$ cat src/rtl/wvs_pkg.sv
package wvs_pkg;
  localparam int CDB_LEN = 10;

  localparam logic [7:0] OP_WRV   = 8'h2E;
  localparam logic [7:0] OP_VFY   = 8'h2F;
  localparam logic [7:0] ST_GOOD  = 8'h00;
  localparam logic [7:0] ST_CHECK = 8'h02;

  localparam logic [3:0] SK_NONE    = 4'h0;
  localparam logic [3:0] SK_MEDIUM  = 4'h3;
  localparam logic [3:0] SK_ILLEGAL = 4'h5;
  localparam logic [3:0] SK_MISCMP  = 4'hE;

  typedef enum logic [2:0] {
    S_IDLE,
    S_DECODE,
    S_RECV,
    S_WRITE,
    S_VERIFY,
    S_DONE
  } seq_state_e;

  typedef struct packed {
    logic [7:0]  opcode;
    logic        wsame;
    logic        bytchk;
    logic [31:0] lba;
    logic [15:0] count;
  } cmd_t;
endpackage

$ cat src/rtl/wvs_rst_sync.sv
module wvs_rst_sync (
  input  logic clk,
  input  logic rst_n,
  output logic rst_ns
);
  logic [1:0] sync_q;

  always_ff @(posedge clk or negedge rst_n) begin
    if (!rst_n) sync_q <= 2'b00;
    else        sync_q <= {sync_q[0], 1'b1};
  end

  assign rst_ns = sync_q[1];
endmodule

$ cat src/rtl/wvs_cdb_capture.sv
module wvs_cdb_capture
  import wvs_pkg::*;
(
  input  logic       clk,
  input  logic       rst_n,
  input  logic       en,
  input  logic       in_valid,
  input  logic [7:0] in_byte,
  output logic       in_ready,
  output logic       last_take,
  output cmd_t       cmd
);
  localparam int IDX_W = $clog2(CDB_LEN);
  localparam logic [IDX_W-1:0] IDX_LAST = IDX_W'(CDB_LEN - 1);

  logic [IDX_W-1:0]     idx_q, idx_d;
  logic                 take;
  logic [CDB_LEN*8-1:0] flat;

  assign in_ready  = en;
  assign take      = en & in_valid;
  assign last_take = take && (idx_q == IDX_LAST);

  always_comb begin
    idx_d = idx_q;
    if (take) idx_d = (idx_q == IDX_LAST) ? '0 : idx_q + 1'b1;
  end

  always_ff @(posedge clk or negedge rst_n) begin
    if (!rst_n) idx_q <= '0;
    else        idx_q <= idx_d;
  end

  for (genvar g = 0; g < CDB_LEN; g++) begin : g_byte
    logic [7:0] b_q;
    always_ff @(posedge clk or negedge rst_n) begin
      if (!rst_n)                               b_q <= '0;
      else if (take && idx_q == IDX_W'(g))      b_q <= in_byte;
    end
    assign flat[g*8 +: 8] = b_q;
  end

  assign cmd.opcode = flat[0*8 +: 8];
  assign cmd.wsame  = flat[1*8 + 2];
  assign cmd.bytchk = flat[1*8 + 1];
  assign cmd.lba    = {flat[2*8 +: 8], flat[3*8 +: 8], flat[4*8 +: 8], flat[5*8 +: 8]};
  assign cmd.count  = {flat[7*8 +: 8], flat[8*8 +: 8]};

  logic unused_fields;
  assign unused_fields = ^{flat[6*8 +: 8], flat[9*8 +: 8], flat[1*8+3 +: 5], flat[1*8]};
endmodule

$ cat src/rtl/wvs_range_check.sv
module wvs_range_check
  import wvs_pkg::*;
#(
  parameter int CAP_BLOCKS = 64,
  localparam int CNT_W = $clog2(CAP_BLOCKS + 1)
) (
  input  cmd_t             cmd,
  output logic             op_ok,
  output logic             legal,
  output logic [CNT_W-1:0] nblocks
);
  localparam logic [32:0] CAP_X = 33'(CAP_BLOCKS);

  logic        is_wrv;
  logic        ws_eff;
  logic [32:0] lba_x;
  logic [32:0] end_x;

  always_comb begin
    is_wrv  = (cmd.opcode == OP_WRV);
    op_ok   = is_wrv || (cmd.opcode == OP_VFY);
    ws_eff  = is_wrv && cmd.wsame;
    lba_x   = {1'b0, cmd.lba};
    end_x   = lba_x + {17'b0, cmd.count};
    legal   = 1'b1;
    nblocks = '0;
    if (ws_eff && cmd.count == 16'd0) begin
      legal   = (lba_x < CAP_X);
      nblocks = CNT_W'(CAP_X - lba_x);
    end else if (cmd.count != 16'd0) begin
      legal   = (end_x <= CAP_X);
      nblocks = CNT_W'(cmd.count);
    end
  end
endmodule

$ cat src/rtl/wvs_blk_buf.sv
module wvs_blk_buf #(
  parameter int BLK_BYTES = 16,
  localparam int OFF_W = $clog2(BLK_BYTES)
) (
  input  logic             clk,
  input  logic             we,
  input  logic [OFF_W-1:0] waddr,
  input  logic [7:0]       wdata,
  input  logic [OFF_W-1:0] raddr,
  output logic [7:0]       rdata
);
  logic [7:0] mem_q [BLK_BYTES];

  always_ff @(posedge clk) begin
    if (we) mem_q[waddr] <= wdata;
  end

  assign rdata = mem_q[raddr];
endmodule

$ cat src/rtl/wv_cmd_sequencer.sv
module wv_cmd_sequencer
  import wvs_pkg::*;
#(
  parameter int BLK_BYTES  = 16,
  parameter int CAP_BLOCKS = 64,
  localparam int LBA_W = $clog2(CAP_BLOCKS),
  localparam int OFF_W = $clog2(BLK_BYTES)
) (
  input  logic             clk,
  input  logic             rst_n,
  input  logic             cdb_valid,
  output logic             cdb_ready,
  input  logic [7:0]       cdb_byte,
  input  logic             dout_valid,
  output logic             dout_ready,
  input  logic [7:0]       dout_byte,
  output logic             med_we,
  output logic             med_re,
  output logic [LBA_W-1:0] med_lba,
  output logic [OFF_W-1:0] med_off,
  output logic [7:0]       med_wdata,
  input  logic [7:0]       med_rdata,
  input  logic             med_chk_ok,
  output logic             done,
  output logic [7:0]       status,
  output logic [3:0]       sense
);
  localparam int CNT_W = $clog2(CAP_BLOCKS + 1);
  localparam int RXC_W = $clog2(BLK_BYTES + 1);
  localparam logic [OFF_W-1:0] OFF_LAST = OFF_W'(BLK_BYTES - 1);

  logic rst_ns;
  wvs_rst_sync u_rst (.clk(clk), .rst_n(rst_n), .rst_ns(rst_ns));

  seq_state_e       state_q, state_d;
  logic [OFF_W-1:0] off_q, off_d;
  logic [LBA_W-1:0] lba_q, lba_d;
  logic [CNT_W-1:0] remain_q, remain_d;
  logic             vfy_q, vfy_d;
  logic             wsame_q, wsame_d;
  logic             bytchk_q, bytchk_d;
  logic [7:0]       status_q, status_d;
  logic [3:0]       sense_q, sense_d;
  logic             ctl_en;

  cmd_t             cmd;
  logic             cdb_last;
  logic             op_ok, legal;
  logic [CNT_W-1:0] nblocks;
  logic             buf_we;
  logic [7:0]       buf_rdata;
  logic             off_end;

  wvs_cdb_capture u_cdb (
    .clk(clk), .rst_n(rst_ns), .en(state_q == S_IDLE),
    .in_valid(cdb_valid), .in_byte(cdb_byte), .in_ready(cdb_ready),
    .last_take(cdb_last), .cmd(cmd)
  );

  wvs_range_check #(.CAP_BLOCKS(CAP_BLOCKS)) u_rng (
    .cmd(cmd), .op_ok(op_ok), .legal(legal), .nblocks(nblocks)
  );

  wvs_blk_buf #(.BLK_BYTES(BLK_BYTES)) u_buf (
    .clk(clk), .we(buf_we), .waddr(off_q), .wdata(dout_byte),
    .raddr(off_q), .rdata(buf_rdata)
  );

  assign off_end   = (off_q == OFF_LAST);
  assign med_lba   = lba_q;
  assign med_off   = off_q;
  assign med_wdata = buf_rdata;
  assign status    = status_q;
  assign sense     = sense_q;

  // next-state process
  always_comb begin
    state_d    = state_q;
    off_d      = off_q;
    lba_d      = lba_q;
    remain_d   = remain_q;
    vfy_d      = vfy_q;
    wsame_d    = wsame_q;
    bytchk_d   = bytchk_q;
    status_d   = status_q;
    sense_d    = sense_q;
    dout_ready = 1'b0;
    buf_we     = 1'b0;
    med_we     = 1'b0;
    med_re     = 1'b0;
    done       = 1'b0;
    unique case (state_q)
      S_IDLE: begin
        if (cdb_last) state_d = S_DECODE;
      end
      S_DECODE: begin
        vfy_d    = (cmd.opcode == OP_VFY);
        wsame_d  = cmd.wsame && (cmd.opcode == OP_WRV);
        bytchk_d = cmd.bytchk;
        lba_d    = cmd.lba[LBA_W-1:0];
        remain_d = nblocks;
        off_d    = '0;
        status_d = ST_GOOD;
        sense_d  = SK_NONE;
        if (!op_ok || !legal) begin
          status_d = ST_CHECK;
          sense_d  = SK_ILLEGAL;
          state_d  = S_DONE;
        end else if (nblocks == '0) begin
          state_d = S_DONE;
        end else if (cmd.opcode == OP_VFY && !cmd.bytchk) begin
          state_d = S_VERIFY;
        end else begin
          state_d = S_RECV;
        end
      end
      S_RECV: begin
        dout_ready = 1'b1;
        buf_we     = dout_valid;
        if (dout_valid) begin
          off_d = off_q + 1'b1;
          if (off_end) begin
            off_d   = '0;
            state_d = vfy_q ? S_VERIFY : S_WRITE;
          end
        end
      end
      S_WRITE: begin
        med_we = 1'b1;
        off_d  = off_q + 1'b1;
        if (off_end) begin
          off_d   = '0;
          state_d = S_VERIFY;
        end
      end
      S_VERIFY: begin
        med_re = 1'b1;
        off_d  = off_q + 1'b1;
        if (bytchk_q && (med_rdata != buf_rdata)) begin
          status_d = ST_CHECK;
          sense_d  = SK_MISCMP;
          state_d  = S_DONE;
        end else if (!bytchk_q && !med_chk_ok) begin
          status_d = ST_CHECK;
          sense_d  = SK_MEDIUM;
          state_d  = S_DONE;
        end else if (off_end) begin
          off_d    = '0;
          remain_d = remain_q - 1'b1;
          lba_d    = lba_q + 1'b1;
          if (remain_q == CNT_W'(1))  state_d = S_DONE;
          else if (vfy_q)             state_d = bytchk_q ? S_RECV : S_VERIFY;
          else                        state_d = wsame_q ? S_WRITE : S_RECV;
        end
      end
      S_DONE: begin
        done    = 1'b1;
        state_d = S_IDLE;
      end
      default: state_d = S_IDLE;
    endcase
  end

  // control registers advance only outside idle
  assign ctl_en = (state_q != S_IDLE);

  // register process
  always_ff @(posedge clk or negedge rst_ns) begin
    if (!rst_ns) begin
      state_q  <= S_IDLE;
      off_q    <= '0;
      lba_q    <= '0;
      remain_q <= '0;
      vfy_q    <= 1'b0;
      wsame_q  <= 1'b0;
      bytchk_q <= 1'b0;
      status_q <= ST_GOOD;
      sense_q  <= SK_NONE;
    end else begin
      state_q <= state_d;
      if (ctl_en) begin
        off_q    <= off_d;
        lba_q    <= lba_d;
        remain_q <= remain_d;
        vfy_q    <= vfy_d;
        wsame_q  <= wsame_d;
        bytchk_q <= bytchk_d;
        status_q <= status_d;
        sense_q  <= sense_d;
      end
    end
  end

  // checker counter: data bytes taken since the descriptor was decoded
  logic [RXC_W-1:0] rx_cnt_q;
  always_ff @(posedge clk or negedge rst_ns) begin
    if (!rst_ns)                                   rx_cnt_q <= '0;
    else if (state_q == S_DECODE)                  rx_cnt_q <= '0;
    else if (dout_valid && dout_ready &&
             rx_cnt_q != RXC_W'(BLK_BYTES))        rx_cnt_q <= rx_cnt_q + 1'b1;
  end

  assert_done_pulse_R11: assert property (@(posedge clk) disable iff (!rst_ns)
    done |=> !done);

  assert_good_no_sense_R3: assert property (@(posedge clk) disable iff (!rst_ns)
    (done && status == ST_GOOD) |-> (sense == SK_NONE));

  assert_miscompare_check_R4: assert property (@(posedge clk) disable iff (!rst_ns)
    (done && sense == SK_MISCMP) |-> (status == ST_CHECK));

  assert_illegal_no_write_R9: assert property (@(posedge clk) disable iff (!rst_ns)
    (state_q == S_DECODE && !legal) |=> (done && !med_we && !dout_ready));

  assert_zero_len_done_R6: assert property (@(posedge clk) disable iff (!rst_ns)
    (state_q == S_DECODE && op_ok && legal && nblocks == '0) |=> (done && status == ST_GOOD));

  assert_wsame_one_block_R7: assert property (@(posedge clk) disable iff (!rst_ns)
    (wsame_q && !vfy_q && dout_valid && dout_ready) |-> (rx_cnt_q < RXC_W'(BLK_BYTES)));
endmodule

$ cat config.mk
export PLATFORM = sky130hd
export DESIGN_NAME = wv_cmd_sequencer
export DESIGN_NICKNAME = d
export VERILOG_FILES = /design/src/rtl/wvs_pkg.sv /design/src/rtl/wvs_rst_sync.sv /design/src/rtl/wvs_cdb_capture.sv /design/src/rtl/wvs_range_check.sv /design/src/rtl/wvs_blk_buf.sv /design/src/rtl/wv_cmd_sequencer.sv
export SDC_FILE = /design/constraint.sdc
export NUM_CORES = 1
export LEC_CHECK = 0
export BUFFER_PORTS_ARGS = -buffer_cell sky130_fd_sc_hd__buf_2
export CAP_MARGIN = 0
export CORE_MARGIN = 2
export CORE_UTILIZATION = 51
export DETAILED_ROUTE_END_ITERATION = 10
export PLACE_DENSITY = 0.71
export SETUP_SLACK_MARGIN = 0.02
export SKIP_CTS_REPAIR_TIMING = 1
export SLEW_MARGIN = 15
export SYNTH_ARGS = -nofsm -noshare
export SYNTH_HDL_FRONTEND = slang
export SYNTH_SLANG_ARGS = --single-unit
$ cat constraint.sdc
create_clock -name clk -period 2.82 [get_ports clk]
set_input_delay 0 -clock clk [delete_from_list [all_inputs] [get_ports clk]]
set_output_delay 0 -clock clk [all_outputs]
set_load 0.02 [all_outputs]
== Word-level counts from Yosys, hierarchy flattened ==
Memories as Yosys holds them, arrays and structs flattened.
Index checks and enable logic that the tools add are counted.

* Muxes and demuxes: 49
* Reduce and logical (&&, ||, !) cells: 34
* Equality and inequality tests: 27
* $lt $le $gt $ge: 2
* Add/sub/neg operators: 6
* Bitwise gates (word level): 1

{| class="wikitable"
|+ Operator list
! operator !! count
|-
| $mux 3 || 15
|-
| $mux 7 || 5
|-
| $add 32x16->33 || 1
|-
| $le 33x7->1 const B || 1
|-
| $lt 32x7->1 const B || 1
|-
| $mux 4 || 7
|-
| $mux 6 || 3
|-
| $eq 8x6->1 const B || 2
|-
| $logic_not 16->1 || 1
|-
| $mux 8 || 2
|-
| $pmux 4 s4 || 1
|-
| $pmux 8 s2 || 1
|-
| $reduce_bool 16->1 || 1
|-
| $pmux 3 s5 || 1
|-
| $logic_and 1x1->1 || 14
|-
| $ne 2x2->1 const B || 7
|-
| $pmux 7 s2 || 1
|-
| $eq 4x3->1 const B || 3
|-
| $eq 4x4->1 const B || 3
|-
| $pmux 6 s2 || 1
|-
| $mux 1 || 10
|-
| $reduce_and 5->1 || 2
|-
| $add 4x1->4 const B || 2
|-
| $eq 4x2->1 const B || 2
|-
| 24 further kinds || 32
|}

* Register bits after elaboration: 100
* Memories kept: 1
* Input port bits: 29
* Bits in writable memories: 128
* Logic and storage cells: 139

{| class="wikitable"
|+ Memories
! memory !! words !! bits a word !! read ports !! clocked after Yosys merged registers in !! wr ports !! RTL line !! RTL
|-
| u_buf.mem_q || 16 || 8 || 1 || 0 || 1 || wvs_blk_buf.sv:12 || <nowiki>logic [7:0] mem_q [BLK_BYTES];</nowiki>
|}

== Logic depth before layout (Yosys ltp) ==
Gate-level depths: netlist (run 1).

* Word-level depth: 8
* Gate-level depth with buffers: 15
* Depth with buffers taken out: 12

== Modules after synthesis ==
A second synthesis (run 1) with hierarchy kept.

* Cell total of the unflattened synthesis: 879
* Area, all modules: 11145.7 µm²

{| class="wikitable"
|+ By module, submodules not included
! module !! sequential area each (µm²) !! cells each !! instances !! area an instance (µm²)
|-
| wvs_blk_buf || 3843.7 || 221 || 1 || 4987.3
|-
| wvs_cdb_capture || 1551.5 || 151 || 1 || 2434.8
|-
| wv_cmd_sequencer || 700.7 || 239 || 1 || 1921.8
|-
| wvs_range_check || 0.0 || 265 || 1 || 1747.9
|-
| wvs_rst_sync || 50.0 || 3 || 1 || 53.8
|}

== Least setup slack after synthesis (run 1) ==
No wires, ideal clock.

* Path type: register to register
* Start point: reg off_q[0], in the netlist med_off[0]
* End point: reg state_q[2]
* Cell stages (with the launch flop): 13
* Path buffers: 2
* Data required time: 2681 ps
* Setup time: 139 ps
* Setup slack: -337 ps
* Arrival time: 3018 ps
* Cells stage by stage: dfrtp_1 -> buf_6 -> buf_4 -> mux4_2 -> mux2i_1 -> mux2i_1 -> xnor2_1 -> and4_1 -> o21a_2 -> a21oi_2 -> o21ai_2 -> a31oi_1 -> or4_1

* Word-level cells in the longest chain between the ends: 5
* Elaborated cells between the ends (all ways): 10
* Those cells by class: eq/ne: 5; mux: 2; reduce/logical: 2; memory: 1

{| class="wikitable"
|+ RTL lines
! element !! RTL line !! RTL
|-
| from (decl) || wv_cmd_sequencer.sv:36 || <nowiki>logic [OFF_W-1:0] off_q, off_d;</nowiki>
|-
| from (signal assigned) || wv_cmd_sequencer.sv:171 || <nowiki>off_q <= '0;</nowiki>
|-
| from (signal assigned) || wv_cmd_sequencer.sv:182 || <nowiki>off_q <= off_d;</nowiki>
|-
| $mem_v2 16x8 * || -- ||
|-
| net med_wdata[0] || wv_cmd_sequencer.sv:21 || <nowiki>output logic [7:0] med_wdata,</nowiki>
|-
| $ne 8x8->1 * || wv_cmd_sequencer.sv:139 || <nowiki>if (bytchk_q && (med_rdata != buf_rdata)) begin</nowiki>
|-
| $logic_and 1x1->1 * || wv_cmd_sequencer.sv:139 ||
|-
| $ne 4x4->1 (no line) or $mux 3 (tied branches) || -- ||
|-
| $reduce_and 5->1 (no line) or $pmux 3 s5 (tied branches) || -- ||
|-
| to (signal assigned) || wv_cmd_sequencer.sv:180 || <nowiki>state_q <= state_d;</nowiki>
|-
| to (decl) || wv_cmd_sequencer.sv:35 || <nowiki>seq_state_e state_q, state_d;</nowiki>
|}

The timed path passes the listed nets; every way through them passes the cells marked *.
A chain may end at the register's enable or synchronous reset.

== Final worst setup path (run 1) ==
* Start point: reg u_cdb.g_byte[8].b_q[1]
* End point: reg state_q[2]

* Word-level cells in the longest chain between the ends: 8
* Elaborated cells between the ends (all ways): 15
* Those cells by class: add/sub: 1; order compare: 1; mux: 7; reduce/logical: 6

{| class="wikitable"
|+ RTL lines
! element !! RTL line !! RTL
|-
| from (decl) || wvs_cdb_capture.sv:35 || <nowiki>logic [7:0] b_q;</nowiki>
|-
| from (signal assigned) || wvs_cdb_capture.sv:38 || <nowiki>else if (take && idx_q == IDX_W'(g)) b_q <= in_byte;</nowiki>
|-
| $add 32x16->33 || wvs_range_check.sv:24 || <nowiki>end_x = lba_x + {17'b0, cmd.count};</nowiki>
|-
| $le 33x7->1 || wvs_range_check.sv:31 || <nowiki>legal = (end_x <= CAP_X);</nowiki>
|-
| $mux 1 || wvs_range_check.sv:30 || <nowiki>end else if (cmd.count != 16'd0) begin</nowiki>
|-
| $mux 1 || wvs_range_check.sv:27 || <nowiki>if (ws_eff && cmd.count == 16'd0) begin</nowiki>
|-
| $logic_not 1->1 || wv_cmd_sequencer.sv:105 || <nowiki>if (!op_ok || !legal) begin</nowiki>
|-
| $logic_or 1x1->1 || wv_cmd_sequencer.sv:105 ||
|-
| $mux 3 * || wv_cmd_sequencer.sv:105 ||
|-
| $pmux 3 s5 * || wv_cmd_sequencer.sv:92 || <nowiki>unique case (state_q)</nowiki>
|}

Mark *: on every way between the ends. The rest lies on a longest branch, timed or not.

==> results of run 1 <==
## critical path: cells and delay by family, from the launching register on
family                     cells  cell delay (ps)
and+or+nand+nor                4              980
AOI/OAI and AO/OA              5             1070
DFF                            1              440
adders and majority gates      1              290
muxes                          1              360
## power by group through the flow
stage          Clock, mW  Combinational, mW  Sequential (mW)
4_1_cts             3.12               6.96             4.51
5_1_grt             3.25               8.84             4.70
2_1_floorplan          0               4.00             4.65
6_report            3.07               8.21             4.63
3_3_place_gp           0               6.83             4.54
3_5_place_dp           0               6.92             4.57
## metrics by stage
stage	power, mW	TNS (ps)	hold slack (ps)
global route	16.8	-9810	19.6
detailed placement	11.5	-8240	-210
floorplan	8.66	-878	-296
global placement	11.4	-7610	-212
finish	15.9	-7690	-0.468
CTS	14.6	-8750	-770
## sequential cells by signal, indices dropped and copies added (netlist names)
signal,count
status,1
u_buf.mem_q,128
bytchk_q,1
u_cdb.g_byte.b_q,58
sense,4
u_cdb.idx_q,4
med_lba,6
u_rst.sync_q,2
remain_q,7
med_off,4
state_q,3
vfy_q,1
wsame_q,1
## cell usage in the layout, fill, tap and decap left out, types with 14 or more instances in the layout
cell           instances
nand2_1               70
o21ai_0               31
mux2i_1               25
a21oi_2               18
clkbuf_16             28
buf_2                 56
mux4_2                27
mux2_2                62
nand4_1               23
xor2_1                14
xnor2_1               14
nor3_1                19
buf_4                215
dlygate4sd3_1         19
inv_1                 18
nor2_1                59
edfxtp_1             128
dfrtp_1               87
a21oi_1               31
## worst max path at each step
stage,startpoint,endpoint,slack [ps],cells past startpoint
2_1_floorplan,med_off[0],state_q[2],-160,10
3_3_place_gp,u_cdb.g_byte[8].b_q[7],state_q[2],-540,12
3_5_place_dp,u_cdb.g_byte[5].b_q[0],state_q[2],-590,13
4_1_cts,u_cdb.g_byte[4].b_q[0],state_q[2],-610,12
5_1_grt,u_cdb.g_byte[8].b_q[1],state_q[2],-600,11
6_report,u_cdb.g_byte[8].b_q[1],state_q[2],-460,11
## kinds of logic (layout without fill, tap and decap cells)
logic type,count (synthesis),count (layout)
compound gates,200,201
xor+xnor,33,33
fa+ha+maj,25,25
buf+inv,73,375
flops,220,220
mux,121,121
other cells,2,8
simple gates,282,282
## per-layer routing
layer | GRT usage | share of wire | vias to the layer above | wire length, um
li1 | - | - | 4233 | -
met1 | 0.364 | 0.44 | 4587 | 13800
met2 | 0.413 | 0.48 | 311 | 15300
met3 | 0.0414 | 0.066 | 55 | 2100
met4 | 0.0601 | 0.018 | 0 | 575
met5 | 0 | 0 | - | 0
## layout make-up
cell class | instances | area, um2 | area share
flip-flops and latches | 220 | 6150 | 0.399
multi-input cells | 670 | 5670 | 0.367
repair buffers | 311 | 2400 | 0.156
clock buffers | 34 | 701 | 0.0454
well taps | 280 | 350 | 0.0227
clock inverters | 11 | 91.3 | 0.00592
inverters | 19 | 71.3 | 0.00462
==> impl_metrics.py, run 1 <==
metrics = {
    "place": {
        "placed_area_um2": 13600,
        "dp.cells": 1458,
        "gp_congestion": 0.951,
        "dp_slack_ps": -588,
        "numPortBuffers": 56,
        "dp_hpwl_mm": 22.5,
    },
    "min_path": {
        "min_to": "u_cdb.idx_q[0]",
        "hold_class": "in2reg",
        "hold-path-cell-count": 3,
        "holdCritStartpoint": "cdb_valid",
    },
    "synthesis": {
        "async_flop_share": 0.418,
        "synth_top_area_cell": "edfxtp_1",
        "syn_inst": 956,
        "yosys.area.top_type_share": 0.335,
        "synthMuxAreaShare": 0.142,
        "ys_ff_latch": 220,
        "yosys_warnings": 0,
        "syn_area_per_cell_um2": 12.0,
        "synth_edf_count": 128,
        "synth_fa_ha_area_frac": 0.0280,
        "yosysMostFrequentCell": "edfxtp_1",
        "synth.area.top_cells": "edfxtp_1, dfrtp_1, mux2_2",
        "synth_cell_type_count": 69,
        "yosysSeqAreaShare": 0.536,
        "synth_top_family_by_area": "multiplexers",
        "synth_flop_cell": "edfxtp_1",
        "synth_compound_area_frac": 0.114,
        "yosys-top-cells-count": "edfxtp_1, dfrtp_1, nand2_1",
        "synthSimpleGateAreaFrac": 0.124,
        "syn_area_um2": 11500,
        "synth_xor_area_frac": 0.0252,
    },
    "clock_network": {
        "clock_sinks": 220,
        "cts_buffers": 25,
        "cts_tree": "done",
        "clockBufferDepth": 3,
        "cts.reportedPaths.clkPinSlew_ps": 60,
        "clock_tree.root_cell": "clkbuf_16",
        "cts_max_level": 1,
        "clk_latency_ps": 530,
    },
    "worst_setup_path": {
        "r2r-end": "state_q[2]",
        "crit_fanout": 4,
        "reg2reg_from": "u_cdb.g_byte[8].b_q[1]",
        "path_cells": "ha_4 > a21o_1 > nand4_1 > a21oi_2 > o211ai_1 > a21oi_1 > mux2_2 > a211o_4 > nor4_4 > nor3_2 > or4_1",
        "crit_required_ps": 3220,
        "worstPathArrival_ps": 3690,
        "reg2reg_depth": 11,
        "regToRegSetupSlack_ps": -460,
        "end_kind": "register",
        "slowest_stage": "or4_1",
        "setup.worst_path.start_class": "register",
        "criticalPathCategory": "reg2reg",
        "critPathMaxStageDelay_ps": 490,
    },
    "timing": {
        "rsz0062_at_grt": "true",
        "maxSlewViolCount": 0,
        "post-route-period-util": 1.16,
        "worstMarginPinSlew_ps": 651,
        "setup_viol": 23,
        "relSlewSlack": 0.566,
        "layout_min_cycle_time_ps": 3280,
        "fin_ws_ps": -464,
        "fmax_ghz": 0.304,
        "finalClockSkew_ps": 11.1,
        "hold_violations": 1,
        "fin_hold_ws_ps": -0.468,
    },
    "drt": {
        "ant_nets": 0,
        "drc": 0,
        "vias_per_cell": 5.95,
        "vias": 9186,
        "drt_iter0_drc": 615,
        "wire_per_inst_um": 20.6,
        "first_pass_iters": 5,
        "routed_wl_mm": 31.8,
    },
    "status": {
        "failed_checks": "hold timing, setup timing",
        "status": "complete, but fails checks",
    },
    "cells_and_area": {
        "syn2layout_area_growth_pct": 34.7,
        "antennaDiodeCount": 0,
        "nNetsFinal": 1301,
        "final_util": 0.703,
        "finalInstanceArea_um2": 15400,
        "final_cells": 1545,
        "fillers": 1539,
        "drive_above_1_share": 0.421,
    },
    "pwr": {
        "p_leak_nw": 6.15,
        "p_sw_frac": 0.379,
        "p_clk_frac": 0.193,
        "switchingPower_mw": 6.03,
        "seq_power_share": 0.291,
        "ir_drop_mv": 0.752,
        "intPower_mw": 9.88,
        "p_comb_frac": 0.516,
        "powerDensity_nw_per_um2": 1030,
    },
    "global_route": {
        "overflow": 0,
        "grt_max_degree": 43,
        "grt_pass1_vias": 8636,
        "antenna_found_initial": 0,
        "track_usage": 0.255,
        "grt_pass1_wl_mm": 47.2,
    },
    "floorplan": {
        "die-area_um2": 23700,
        "core_area_um2": 22000,
        "die_h_um": 154,
        "die_width_um": 154,
        "start_util": 0.522,
        "fp-row-count": 54,
        "ios": 64,
    },
    "flow_run": {
        "drv_cap": 0,
    },
}
Note: power is estimated with default switching activity, not from simulation.
==> run 2: changes to the inputs <==
- ABC_CLOCK_PERIOD_IN_PS: unset -> 2820
- SYNTH_HIERARCHICAL: unset -> 1
==> run 2 against run 1 <==
Net effect: the run still ends with hold timing, setup timing left; core utilization shrank 4.4 points; cell area shrank 7.7%; worst hold slack lost 30 ps; setup slack lost 540 ps; highest routed layer unchanged.
==> impl_metrics.py, run 2 <==
metrics = {
    "status": {
        "status": "complete, but fails checks",
        "failed_checks": "hold timing, setup timing",
    },
    "timing": {
        "finalClockSkew_ps": 12.2,
        "worstMarginPinSlew_ps": 599,
        "maxSlewViolCount": 0,
        "fmax_ghz": 0.262,
        "hold_violations": 2,
        "post-route-period-util": 1.36,
        "setup_viol": 21,
        "layout_min_cycle_time_ps": 3820,
        "rsz0062_at_grt": "true",
        "relSlewSlack": 0.600,
        "fin_ws_ps": -1000,
        "fin_hold_ws_ps": -30.8,
    },
    "worst_setup_path": {
        "reg2reg_from": "u_cdb/g_byte[5].b_q[0]",
        "crit_path_end": "state_q[2]",
        "startpoint": "u_cdb/g_byte[5].b_q[0]",
        "reg2reg_depth": 16,
        "criticalPathCategory": "reg2reg",
        "r2r-end": "state_q[2]",
        "regToRegSetupSlack_ps": -1000,
        "end_kind": "register",
        "setup.worst_path.start_class": "register",
        "worstPathArrival_ps": 4230,
        "crit_required_ps": 3230,
        "crit_fanout": 5,
    },
    "global_route": {
        "grt_util_met2": 0.390,
        "grtUsageMet3": 0.0357,
        "grt_busiest_layer": "met2",
        "grt_pass1_vias": 8224,
        "met1_usage": 0.369,
        "grt_pass1_wl_mm": 45.5,
        "grt_max_degree": 45,
        "antenna_found_initial": 0,
        "overflow": 0,
        "track_usage": 0.248,
    },
    "synthesis": {
        "yosys.area.top_type_share": 0.345,
        "synth_top_area_cell": "edfxtp_1",
        "synth_edf_count": 128,
        "synth.area.top_cells": "edfxtp_1, dfrtp_1, mux2_2",
        "synth_flop_cell": "edfxtp_1",
        "yosysSeqAreaShare": 0.551,
        "synth_cell_type_count": 88,
        "syn_area_um2": 11100,
        "yosys_warnings": 6,
        "syn_inst": 879,
        "async_flop_share": 0.418,
        "yosysMostFrequentCell": "edfxtp_1",
        "syn_area_per_cell_um2": 12.7,
        "ys_ff_latch": 220,
        "yosys-top-cells-count": "edfxtp_1, dfrtp_1, mux2_2",
    },
    "cells_and_area": {
        "finalInstanceArea_um2": 14200,
        "antennaDiodeCount": 0,
        "final_util": 0.659,
        "reg_top3": "u_buf/mem_q (128), u_cdb/g_byte.b_q (58), remain_q (7)",
        "nNetsFinal": 1179,
        "largest_reg_flops": 128,
        "drive_above_1_share": 0.386,
        "largest-register": "u_buf/mem_q",
        "layout_commonest_cell": "buf_4",
        "fillers": 1572,
        "syn2layout_area_growth_pct": 27.8,
        "final_cell_mix": "buf_4, edfxtp_1, dfrtp_1",
    },
    "drt": {
        "vias_per_cell": 5.94,
        "drc": 0,
        "first_pass_iters": 7,
        "drt_iter0_drc": 795,
        "vias": 8464,
        "routed_wl_mm": 29.4,
        "wire_per_inst_um": 20.6,
        "ant_nets": 0,
    },
    "place": {
        "gp_congestion": 0.957,
        "placed_area_um2": 12900,
        "numPortBuffers": 56,
        "dp_hpwl_mm": 20.1,
    },
    "clock_network": {
        "cts.reportedPaths.clkPinSlew_ps": 60,
        "cts_buffers": 23,
        "cts_tree": "done",
        "clockBufferDepth": 3,
        "clk_latency_ps": 520,
        "clock_sinks": 220,
        "cts_max_level": 1,
        "clock_tree.root_cell": "clkbuf_16",
    },
    "pwr": {
        "ir_drop_mv": 0.490,
        "p_leak_nw": 5.75,
        "powerDensity_nw_per_um2": 1010,
    },
    "flow_run": {
        "drv_cap": 0,
    },
    "min_path": {
        "hold_class": "in2reg",
    },
    "floorplan": {
        "die_h_um": 152,
        "ios": 64,
        "core_area_um2": 21600,
        "start_util": 0.516,
        "fp-row-count": 54,
        "die-area_um2": 23100,
        "die_width_um": 152,
    },
}
==> run 2: cell count changes in the layout (fill, tap and decap cells not counted), moves of 7 or more <==
cell / before / now
mux2i_2: 7 / 0
nor2b_1: 12 / 5
or3_1: 1 / 8
nand4_1: 23 / 15
a22oi_2: 1 / 15
a21oi_2: 18 / 3
nand2_1: 70 / 48
ha_1: 9 / 20
ha_4: 13 / 0
nand3_1: 13 / 29
buf_4: 215 / 165
mux2i_1: 25 / 4
o21ai_1: 8 / 17
buf_6: 12 / 5
==> run 2: worst max-delay path, stage by stage, from the launching register on <==
cell and delay, ps:
dfrtp_1 390, ha_2 210, fa_2 370, a211o_1 290, o211a_4 180, o211ai_4 220
a2111oi_2 110, xor2_1 180, nor4_2 280, nand4_1 140, o41ai_2 340, buf_4 190
o211ai_1 120, a31oi_2 190, o21ai_1 90, a22o_1 190, a32o_1 220
==> run 2: worst min path at each step <==
stage | from | end | slack [ps] | cells past startpoint
finish | dout_valid | med_off[2] | -30 | 6
global route | dout_valid | med_off[2] | 10 | 6
CTS | rst_n | u_rst/sync_q[1] | -760 | 1
detailed placement | rst_n | u_rst/sync_q[0] | -210 | 1
global placement | rst_n | u_rst/sync_q[0] | -210 | 1
floorplan | rst_n | u_rst/sync_q[0] | -300 | 0
==> run 2: logic make-up after synthesis <==
logic type / Yosys count / share of synthesized area
AND/OR/NAND/NOR: 272 / 0.128
flip-flops: 220 / 0.551
AO/OA/AOI/OAI: 187 / 0.115
multiplexers: 94 / 0.132
buffers and inverters: 60 / 0.0305
adder cells (fa/ha/maj): 22 / 0.0254
XOR/XNOR: 22 / 0.0173
other: 2 / 0.000674
==> run 2: power breakdown <==
group | switching, mW | internal [mW]
Sequential | 0.483 | 3.98
Clock | 1.27 | 1.79
Combinational | 3.59 | 3.30
==> run 2: per-layer routing <==
| layer | vias up | part of all wire | wire length, um |
|---|---|---|---|
| met1 | 4216 | 0.45 | 13100 |
| met4 | 0 | 0.020 | 580 |
| met2 | 310 | 0.47 | 13800 |
| met3 | 50 | 0.065 | 1900 |
| met5 | - | 0 | 0 |
| li1 | 3888 | - | - |
==> run 2: area by class of cell <==
cell class | count | area (um2) | share of cell area
Inverter | 22 | 82.6 | 0.00580
Multi-Input combinational cell | 605 | 4920 | 0.346
Sequential cell | 220 | 6150 | 0.432
Tap cell | 280 | 350 | 0.0246
Clock inverter | 8 | 82.6 | 0.00580
Clock buffer | 34 | 687 | 0.0482
Timing Repair Buffer | 256 | 1970 | 0.138
==> run 2: through the flow <==
stage | setup slack [ps] | hold WS, ps | cells | setup TNS (ps) | total power, mW
2_1_floorplan | -828 | -296 | 885 | -5010 | 8.37
3_3_place_gp | -979 | -214 | 1350 | -7220 | 10.8
3_5_place_dp | -1060 | -213 | 1350 | -9080 | 10.8
4_1_cts | -1100 | -760 | 1392 | -10050 | 13.9
5_1_grt | -1170 | 11.7 | 1425 | -10000 | 15.2
6_report | -1000 | -30.8 | 1425 | -7200 | 14.4
